$ cat config.mk
export PLATFORM = sky130hd
export DESIGN_NAME = csp_rendezvous
export DESIGN_NICKNAME = d
export VERILOG_FILES = /design/src/rtl/csp_rdv_pkg.sv /design/src/rtl/csp_chan_writer.sv /design/src/rtl/csp_chan_link.sv /design/src/rtl/csp_chan_reader.sv /design/src/rtl/csp_rendezvous.sv
export SDC_FILE = /design/constraint.sdc
export NUM_CORES = 1
export LEC_CHECK = 0
export ABC_CLOCK_PERIOD_IN_PS = 3400
export BUFFER_PORTS_ARGS = -buffer_cell sky130_fd_sc_hd__buf_2
export CELL_PAD_IN_SITES_DETAIL_PLACEMENT = 2
export CELL_PAD_IN_SITES_GLOBAL_PLACEMENT = 2
export CORE_UTILIZATION = 31
export DETAILED_ROUTE_END_ITERATION = 10
export GPL_TIMING_DRIVEN = 0
export PLACE_DENSITY_LB_ADDON = 0.25
export SLEW_MARGIN = 20
export SYNTH_ARGS = -nofsm -noshare
export SYNTH_HDL_FRONTEND = slang
export SYNTH_SLANG_ARGS = --single-unit
$ cat constraint.sdc
create_clock -name clk_i -period 3.4 [get_ports clk_i]
set_input_delay 0.34 -clock clk_i [delete_from_list [all_inputs] [get_ports clk_i]]
set_output_delay 0.34 -clock clk_i [all_outputs]
set_load 0.05 [all_outputs]
$ cat src/rtl/csp_rdv_pkg.sv
package csp_rdv_pkg;
  parameter int unsigned DATA_W_DEF = 8;

  typedef enum logic [1:0] {
    WR_IDLE = 2'd0,
    WR_SEND = 2'd1,
    WR_ACK  = 2'd2
  } wr_phase_e;
endpackage

$ cat src/rtl/csp_chan_writer.sv
module csp_chan_writer
  import csp_rdv_pkg::*;
#(
  parameter int unsigned DATA_W = DATA_W_DEF
) (
  input  logic                     clk_i,
  input  logic                     rst_ni,
  input  logic                     token_i,
  input  logic signed [DATA_W-1:0] data_i,
  input  logic                     success_i,
  output logic                     done_o,
  output logic                     valid_o,
  output logic signed [DATA_W-1:0] data_o
);
  logic                     tok_q, tok_d;
  logic                     succ_q, succ_d;
  logic signed [DATA_W-1:0] val_q;
  wr_phase_e                phase;

  always_comb begin
    if (!tok_q)      phase = WR_IDLE;
    else if (succ_q) phase = WR_ACK;
    else             phase = WR_SEND;
  end

  always_comb begin
    tok_d   = token_i;
    succ_d  = success_i;
    done_o  = 1'b0;
    valid_o = 1'b0;
    data_o  = '0;
    unique case (phase)
      WR_SEND: begin
        tok_d   = 1'b1;
        valid_o = 1'b1;
        data_o  = val_q;
      end
      WR_ACK: begin
        tok_d  = 1'b0;
        succ_d = 1'b0;
        done_o = 1'b1;
      end
      default: ;
    endcase
  end

  always_ff @(posedge clk_i or negedge rst_ni) begin
    if (!rst_ni) begin
      tok_q  <= 1'b0;
      succ_q <= 1'b0;
      val_q  <= '0;
    end else begin
      tok_q  <= tok_d;
      succ_q <= succ_d;
      val_q  <= data_i;
    end
  end

  p_stall_r6: assert property (@(posedge clk_i) disable iff (!rst_ni)
    (valid_o && !success_i) |=> valid_o);
  p_done_after_ack_r5: assert property (@(posedge clk_i) disable iff (!rst_ni)
    done_o |-> $past(success_i));
  p_done_single_r5: assert property (@(posedge clk_i) disable iff (!rst_ni)
    done_o |=> !done_o);
endmodule

$ cat src/rtl/csp_chan_link.sv
module csp_chan_link #(
  parameter int unsigned DATA_W = 8
) (
  input  logic                     wr_valid_i,
  input  logic signed [DATA_W-1:0] wr_data_i,
  output logic                     wr_success_o,
  output logic                     rd_valid_o,
  output logic signed [DATA_W-1:0] rd_data_o,
  input  logic                     rd_success_i
);
  // Unbuffered: straight wiring, swap point for a buffered link
  assign rd_valid_o   = wr_valid_i;
  assign rd_data_o    = wr_data_i;
  assign wr_success_o = rd_success_i;
endmodule

$ cat src/rtl/csp_chan_reader.sv
module csp_chan_reader #(
  parameter int unsigned DATA_W = 8
) (
  input  logic                     clk_i,
  input  logic                     rst_ni,
  input  logic                     token_i,
  input  logic                     valid_i,
  input  logic signed [DATA_W-1:0] data_i,
  output logic                     success_o,
  output logic                     done_o,
  output logic signed [DATA_W-1:0] data_o
);
  logic                     tok_q, tok_d;
  logic signed [DATA_W-1:0] val_q, val_d;
  logic                     take;

  assign take = tok_q && valid_i;

  always_comb begin
    val_d = val_q;
    tok_d = tok_q || token_i;  // token held until the writer shows up
    if (take) begin
      val_d = data_i;
      tok_d = 1'b0;
    end
  end

  assign success_o = take;
  assign done_o    = take;
  assign data_o    = val_q;

  always_ff @(posedge clk_i or negedge rst_ni) begin
    if (!rst_ni) begin
      tok_q <= 1'b0;
      val_q <= '0;
    end else begin
      tok_q <= tok_d;
      val_q <= val_d;
    end
  end

  p_hold_r8: assert property (@(posedge clk_i) disable iff (!rst_ni)
    !done_o |=> $stable(data_o));
  p_zero_idle_r3: assert property (@(posedge clk_i) disable iff (!rst_ni)
    !valid_i |-> (data_i == '0));
endmodule

$ cat src/rtl/csp_rendezvous.sv
module csp_rendezvous
  import csp_rdv_pkg::*;
#(
  parameter int unsigned DATA_W = DATA_W_DEF
) (
  input  logic                     clk_i,
  input  logic                     rst_ni,
  input  logic                     wr_token_i,
  input  logic signed [DATA_W-1:0] wr_data_i,
  output logic                     wr_done_o,
  input  logic                     rd_token_i,
  output logic                     rd_done_o,
  output logic signed [DATA_W-1:0] rd_data_o,
  output logic                     chan_valid_o,
  output logic signed [DATA_W-1:0] chan_data_o
);
  logic                     w_valid, r_valid, w_succ, r_succ;
  logic signed [DATA_W-1:0] w_data, r_data;

  csp_chan_writer #(.DATA_W(DATA_W)) i_writer (
    .clk_i     (clk_i),
    .rst_ni    (rst_ni),
    .token_i   (wr_token_i),
    .data_i    (wr_data_i),
    .success_i (w_succ),
    .done_o    (wr_done_o),
    .valid_o   (w_valid),
    .data_o    (w_data)
  );

  csp_chan_link #(.DATA_W(DATA_W)) i_link (
    .wr_valid_i   (w_valid),
    .wr_data_i    (w_data),
    .wr_success_o (w_succ),
    .rd_valid_o   (r_valid),
    .rd_data_o    (r_data),
    .rd_success_i (r_succ)
  );

  csp_chan_reader #(.DATA_W(DATA_W)) i_reader (
    .clk_i     (clk_i),
    .rst_ni    (rst_ni),
    .token_i   (rd_token_i),
    .valid_i   (r_valid),
    .data_i    (r_data),
    .success_o (r_succ),
    .done_o    (rd_done_o),
    .data_o    (rd_data_o)
  );

  assign chan_valid_o = w_valid;
  assign chan_data_o  = w_data;

  p_ack_needs_valid_r4: assert property (@(posedge clk_i) disable iff (!rst_ni)
    rd_done_o |-> chan_valid_o);
  p_done_invalid_r5: assert property (@(posedge clk_i) disable iff (!rst_ni)
    wr_done_o |-> !chan_valid_o);
endmodule

==> Yosys cells after proc, flatten, opt, wreduce, memory -nomap -nowiden <==
Cells that the tools add are included.
{ "word_totals": {"reg_bits": 19, "in_bits": 12, "out_inout_bits": 19, "word_cells": 17} }
{ "classes": {"n_eq_ne": 2, "mux": 8, "n_reduce_logical": 2} }
{ "op_table": {"columns": ["op", "n"], "rows": [
  ["8-bit two-way mux", 1],
  ["1-bit two-way mux", 4],
  ["2-bit two-way mux", 2],
  ["2-bit by 1-bit == test with 1-bit output, second input constant", 1],
  ["2-bit == test, second input constant", 1],
  ["1-bit one-hot mux with 2 select lines", 1],
  ["1-bit logical AND", 1],
  ["1-bit logical OR", 1]
]} }

==> Logic depth before layout (Yosys ltp) <==
Gate-level depths: netlist (run 1).
{ "logic_depth": {"word_depth": 6, "ltp_mapped": 3, "mapped_depth_nobuf": 2} }

==> Modules after synthesis <==
A second synthesis (run 1) with hierarchy kept.
{ "unflattened": {"cells_unflattened": 56, "area_unflattened_um2": 788.3} }
{ "modules_own_cells": {"columns": ["mod", "instances", "cells_each", "area_each_um2", "seq_area_each_um2"], "rows": [
  ["csp_chan_writer", 1, 24, 361.6, 250.2],
  ["csp_chan_reader", 1, 22, 351.6, 225.2],
  ["csp_chan_link", 1, 10, 75.1, 0.0]
]} }

==> Least setup slack after synthesis (run 1) <==
No wires, ideal clock.
{ "synth_path": {"kind": "reg2out", "from": "register i_writer.tok_q", "to": "output port chan_data_o[0]", "arrival_time_ns": 1.301, "required_ns": 3.060, "setup_slack_ns": 1.759, "stages_incl_launch_ff": 4, "n_path_buf": 1, "path_cell_list": "dfrtp_1 nor2b_1 buf_2 and2_1"} }
{ "synth_between": {"elab_chain_len": 3} }
{ "synth_rtl": {"columns": ["element", "line_no", "rtl"], "rows": [
  ["start, declared", "csp_chan_writer.sv:15", "logic tok_q, tok_d;"],
  ["start signal, assigned", "csp_chan_writer.sv:53", "tok_q <= tok_d;"],
  ["2-bit two-way mux", "csp_chan_writer.sv:21", "if (!tok_q) phase = WR_IDLE;"],
  ["2-bit by 1-bit == test with 1-bit output", "csp_chan_writer.sv:32", "unique case (phase)"],
  ["8-bit two-way mux", "csp_chan_writer.sv:32", null],
  ["end, declared", "csp_rendezvous.sv:15", "output logic signed [DATA_W-1:0] chan_data_o"]
]} }
Every way passes these cells.

==> Worst setup path after layout (run 1) <==
{ "layout_path": {"from": "register i_writer.tok_q", "to": "output port chan_data_o[2]"} }
The elaborated chain is that of the path after synthesis.

==> results.yml, run 1 <==
timing:
  slew_headroom_pct: 72.7
  fin_crit_sh_pct: 54.2
  setup_viol: 0
  slew_viol_final: 0
  fin_ws_ns: 1.56
  final-hold-violation-count: 0
  skew_ns: 0.00455
  fmax_mhz: 543
  worst_pin_slew_ns: 0.410
  setup-tns-final_ns: 0
  rsz0062_at_grt: "no"
  period_needed_ns: 1.84
critical_path:
  worst-setup-path-type: "reg -> out"
  start_kind: "register"
  crit_arrival_ns: 1.50
  r2r_slack_ns: 2.25
  cp.required_ns: 3.06
  cp_max_fo: 10
  cp-end-kind: "output port"
clocking:
  root_buffer: "clkbuf_4"
  h-tree-depth: 1
  clock_latency_ns: 0.30
  clk_pin_slew_worst_paths_ns: 0.10
  cts_buffers: 3
  cts_tree: "yes"
  cts.sink_count: 19
  ctsLongestPathBuffers: 2
grt:
  grt_usage_pct: 13.4
  grt_antenna_before_repair: 0
  overflow: 0
  grt_max_degree: 20
  grt_pass1_vias: 496
  grt_pass1_wl_um: 2350
logic_synthesis:
  postSynthCellCount: 45
  synth_seq_cells: 19
  ys_types: 11
  syn_area_sq_um: 717
  yosys_warnings: 0
  synth_fp_nets: 57
  synth.avg_cell_area_sq_um: 15.9
  seq_area_frac_synth_pct: 66.3
placed_design:
  place_congestion: 0.654
  place_ws_ns: 1.85
  port_buffers: 30
  dpl.hpwl_um: 1080
route:
  vias: 469
  detail_route.iter0.violations: 3
  dr.pass1.iters: 2
  drt-total-wl_um: 1400
  drcViolationCount: 0
  vias_per_cell: 4.34
  postRouteAntennaNets: 0
  wire_per_inst_um: 12.9
final_layout:
  syn_to_final_growth_pct: 30.9
  antenna_cells: 0
  n_fill_cell: 247
  layout_commonest_cell: "buf_2"
  num-nets-final: 93
  final_cell_mix: "buf_2, dfrtp_1, and2_1"
  drive_above_1_share_pct: 55.0
die:
  io_pins: 31
  die_w_um: 50.1
  core_area_sq_um: 2190
  dieArea_sq_um: 2510
  rows: 17
  start_util_pct: 32.7
  die_h_um: 50.1
status:
  status: "complete, no violations"
min_path:
  hold_class: "in -> reg"
flow_run:
  maxCapViolations: 0
-- cell families after synthesis --
family	count (synthesis)	synth area share (%)
flip-flops	19	66.3
buffers and inverters	5	3.84
AO/OA/AOI/OAI	2	2.10
AND/OR/NAND/NOR	11	11.5
multiplexers	8	16.2
-- final timing paths --
path | cells past startpoint | end | start
worst max register to register | 3 | i_reader.data_o[0] | i_writer.succ_q
min in group asynchronous | 2 | i_writer.val_q[5] | rst_ni
worst max-delay path | 4 | chan_data_o[2] | i_writer.tok_q
worst min register to register | 1 | i_reader.data_o[2] | i_writer.val_q[2]
worst min-delay path | 1 | i_writer.val_q[5] | wr_data_i[5]
max in group asynchronous | 2 | i_reader.data_o[6] | rst_ni
-- critical path: stages (launching register included) --
cell     delay [ns]
dfrtp_1        0.45
nor2b_1        0.15
buf_2          0.20
and2_1         0.15
buf_2          0.26
-- stage by stage --
stage                     area (sq um)  hold WS, ns  util [%]  cells
final                              938        0.137      42.8    108
after global routing               938        0.116      42.8    108
after CTS                          938        0.130      42.8    108
after detailed placement           902        0.296      41.2    103
after global placement             902        0.297      41.2    103
after floorplan                    717       0.0444         -     45
-- final cells by class --
type | count | area (sq um) | share of cell area, %
flip-flops and latches | 19 | 475 | 50.7
multi-input cells | 21 | 214 | 22.8
repair buffers | 31 | 160 | 17.1
well taps | 28 | 35.0 | 3.73
clock buffers | 4 | 26.3 | 2.80
plain buffers | 2 | 16.3 | 1.73
inverters | 3 | 11.3 | 1.20
-- Yosys cell counts, drive strengths merged --
library cell | count | share of area (%)
a21o | 1 | 1.0
and2 | 9 | 7.9
buf | 2 | 2.3
dfrtp | 19 | 66
inv | 3 | 1.6
mux2 | 8 | 16
nand3b | 1 | 2.8
nor2b | 1 | 0.87
o21a | 1 | 1.0
-- repair_timing --
action,CTS,global route
gates resized for setup,0,0
endpoints found under the hold margin,19,0
hold buffers,1,0
setup buffers,0,0
-- flip-flops by register name, indices dropped and copies added, names as in the netlist --
name / cells
i_reader.tok_q: 1
i_writer.succ_q: 1
i_writer.val_q: 8
i_reader.data_o: 8
i_writer.tok_q: 1
-- routing by layer --
layer / global-route usage [%] / up-vias / wire length [um]
met1: 15.1 / 233 / 519
met5: 0 / - / 0
met3: 3.09 / 3 / 86
li1: - / 212 / -
met2: 22.9 / 21 / 760
met4: 7.14 / 0 / 28
Power of run 1 is not shown: default switching activity piles up to over one toggle a cycle in this logic, so the estimate is an artifact.
==> inputs of run 2 (changes only) <==
--- a/config.mk
+++ b/config.mk
@@ -5,11 +5,11 @@
 export SDC_FILE = /design/constraint.sdc
 export NUM_CORES = 1
 export LEC_CHECK = 0
-export ABC_CLOCK_PERIOD_IN_PS = 3400
+export ABC_CLOCK_PERIOD_IN_PS = 1700
 export BUFFER_PORTS_ARGS = -buffer_cell sky130_fd_sc_hd__buf_2
 export CELL_PAD_IN_SITES_DETAIL_PLACEMENT = 2
 export CELL_PAD_IN_SITES_GLOBAL_PLACEMENT = 2
-export CORE_UTILIZATION = 31
+export CORE_UTILIZATION = 29
 export DETAILED_ROUTE_END_ITERATION = 10
 export GPL_TIMING_DRIVEN = 0
 export PLACE_DENSITY_LB_ADDON = 0.25
==> constraint.sdc (replaced) <==
create_clock -name clk_i -period 1.7 [get_ports clk_i]
set_input_delay 0.17 -clock clk_i [delete_from_list [all_inputs] [get_ports clk_i]]
set_output_delay 0.17 -clock clk_i [all_outputs]
set_load 0.05 [all_outputs]
==> results.yml, run 2 (synthesized netlist as in run 1, its figures left out) <==
placed_design:
  dpl.hpwl_um: 1080
  port_buffers: 30
  place_congestion: 0.611
  detailed_place.area_sq_um: 902
critical_path:
  cp_max_fo: 10
  rr_startpoint: "i_writer.tok_q"
  crit_start: "i_writer.succ_q"
  cp.required_ns: 1.53
  worst-setup-path-type: "reg -> out"
  crit_arrival_ns: 1.40
  start_kind: "register"
  r2r_slack_ns: 0.51
  cp-end-kind: "output port"
  cp_slowest_cell: "dfrtp_1"
  path_cells: "nor2b_1 -> buf_2 -> and2_1 -> buf_4"
  rr_worst_depth: 4
  slowest_delay_ns: 0.41
  r2r-end: "i_reader.data_o[2]"
timing:
  setup-tns-final_ns: 0
  fin_crit_sh_pct: 92.6
  setup_viol: 0
  rsz0062_at_grt: "no"
  slew_viol_final: 0
  period_needed_ns: 1.57
  hold_slack_ns: 0.0834
  slew_headroom_pct: 72.8
  skew_ns: 0.00180
  fmax_mhz: 635
  final-hold-violation-count: 0
  worst_pin_slew_ns: 0.409
final_layout:
  final_cell_mix: "buf_2, dfrtp_1, and2_1, dlygate4sd3_1"
  stdcell_area_sq_um: 1050
  multi_input_area_sq_um: 214
  syn_to_final_growth_pct: 46.1
  regArea_sq_um: 475
  n_fill_cell: 232
  drive_above_1_share_pct: 51.7
  layout_commonest_cell: "buf_2"
  antenna_cells: 0
  num-nets-final: 102
clocking:
  clock_latency_ns: 0.29
  cts_tree: "yes"
  ctsLongestPathBuffers: 2
  cts_buffers: 3
  root_buffer: "clkbuf_4"
  cts.sink_count: 19
  clk_pin_slew_worst_paths_ns: 0.11
  h-tree-depth: 1
status:
  status: "complete, no violations"
route:
  vias: 494
  postRouteAntennaNets: 0
  dr.pass1.iters: 1
  wire_per_inst_um: 13.1
  detail_route.iter0.violations: 0
  vias_per_cell: 4.22
  drt-total-wl_um: 1540
  drcViolationCount: 0
grt:
  grt_pass1_wl_um: 2590
  grt_max_degree: 20
  grt_usage_pct: 13.8
  overflow: 0
  grt_pass1_vias: 557
  grt_antenna_before_repair: 0
die:
  rows: 17
  start_util_pct: 31.5
  dieArea_sq_um: 2670
  io_pins: 31
  die_h_um: 51.7
  die_w_um: 51.7
  core_area_sq_um: 2280
min_path:
  hold_end: "i_reader.tok_q"
  min_from: "rd_token_i"
  hold_depth: 2
  hold_class: "in -> reg"
flow_run:
  maxCapViolations: 0
run 2: critical path, delay by kind of cell, from the launching register on:
kind,cells,cell delay [ns]
buf+inv,2,0.41
simple gates,2,0.29
flops,1,0.41
run 2: how the worst max path moves through the flow:
stage / to / slack (ns) / cells past startpoint
6_report: chan_data_o[0] / 0.13 / 4
5_1_grt: chan_data_o[2] / 0.03 / 4
4_1_cts: chan_data_o[2] / 0.001 / 4
3_5_place_dp: chan_data_o[0] / 0.32 / 4
3_3_place_gp: chan_data_o[3] / 0.37 / 4
2_1_floorplan: chan_data_o[0] / 0.23 / 3
run 2: metrics by stage:
stage	util [%]	setup slack [ns]	cells
final	46.0	0.125	117
after floorplan	-	0.229	45
after CTS	45.2	0.00142	116
after detailed placement	39.6	0.318	103
after global routing	46.0	0.0285	117
after global placement	39.6	0.375	103
run 2: repair_timing:
item,CTS,global route
hold buffers,9,0
resized for setup,4,4
pin swaps,0,0
setup endpoints to repair,4,8
buffers inserted,0,1
endpoints found under the hold margin,27,0
run 2: final cells by class:
cell class	count	area share, %
inverters	3	1.08
plain buffers	2	1.55
flip-flops and latches	19	45.4
clock buffers	3	2.15
multi-input cells	21	20.4
repair buffers	40	25.6
clock inverters	1	0.478
well taps	28	3.35
run 2: per-layer routing:
layer	track usage, %	vias up	share of wire, %
met5	0	-	0
met4	5.41	0	0
met3	2.63	0	5.1
met2	25.3	20	57
met1	15.6	243	38
li1	-	231	-
Power of run 2 is left out for the same reason.
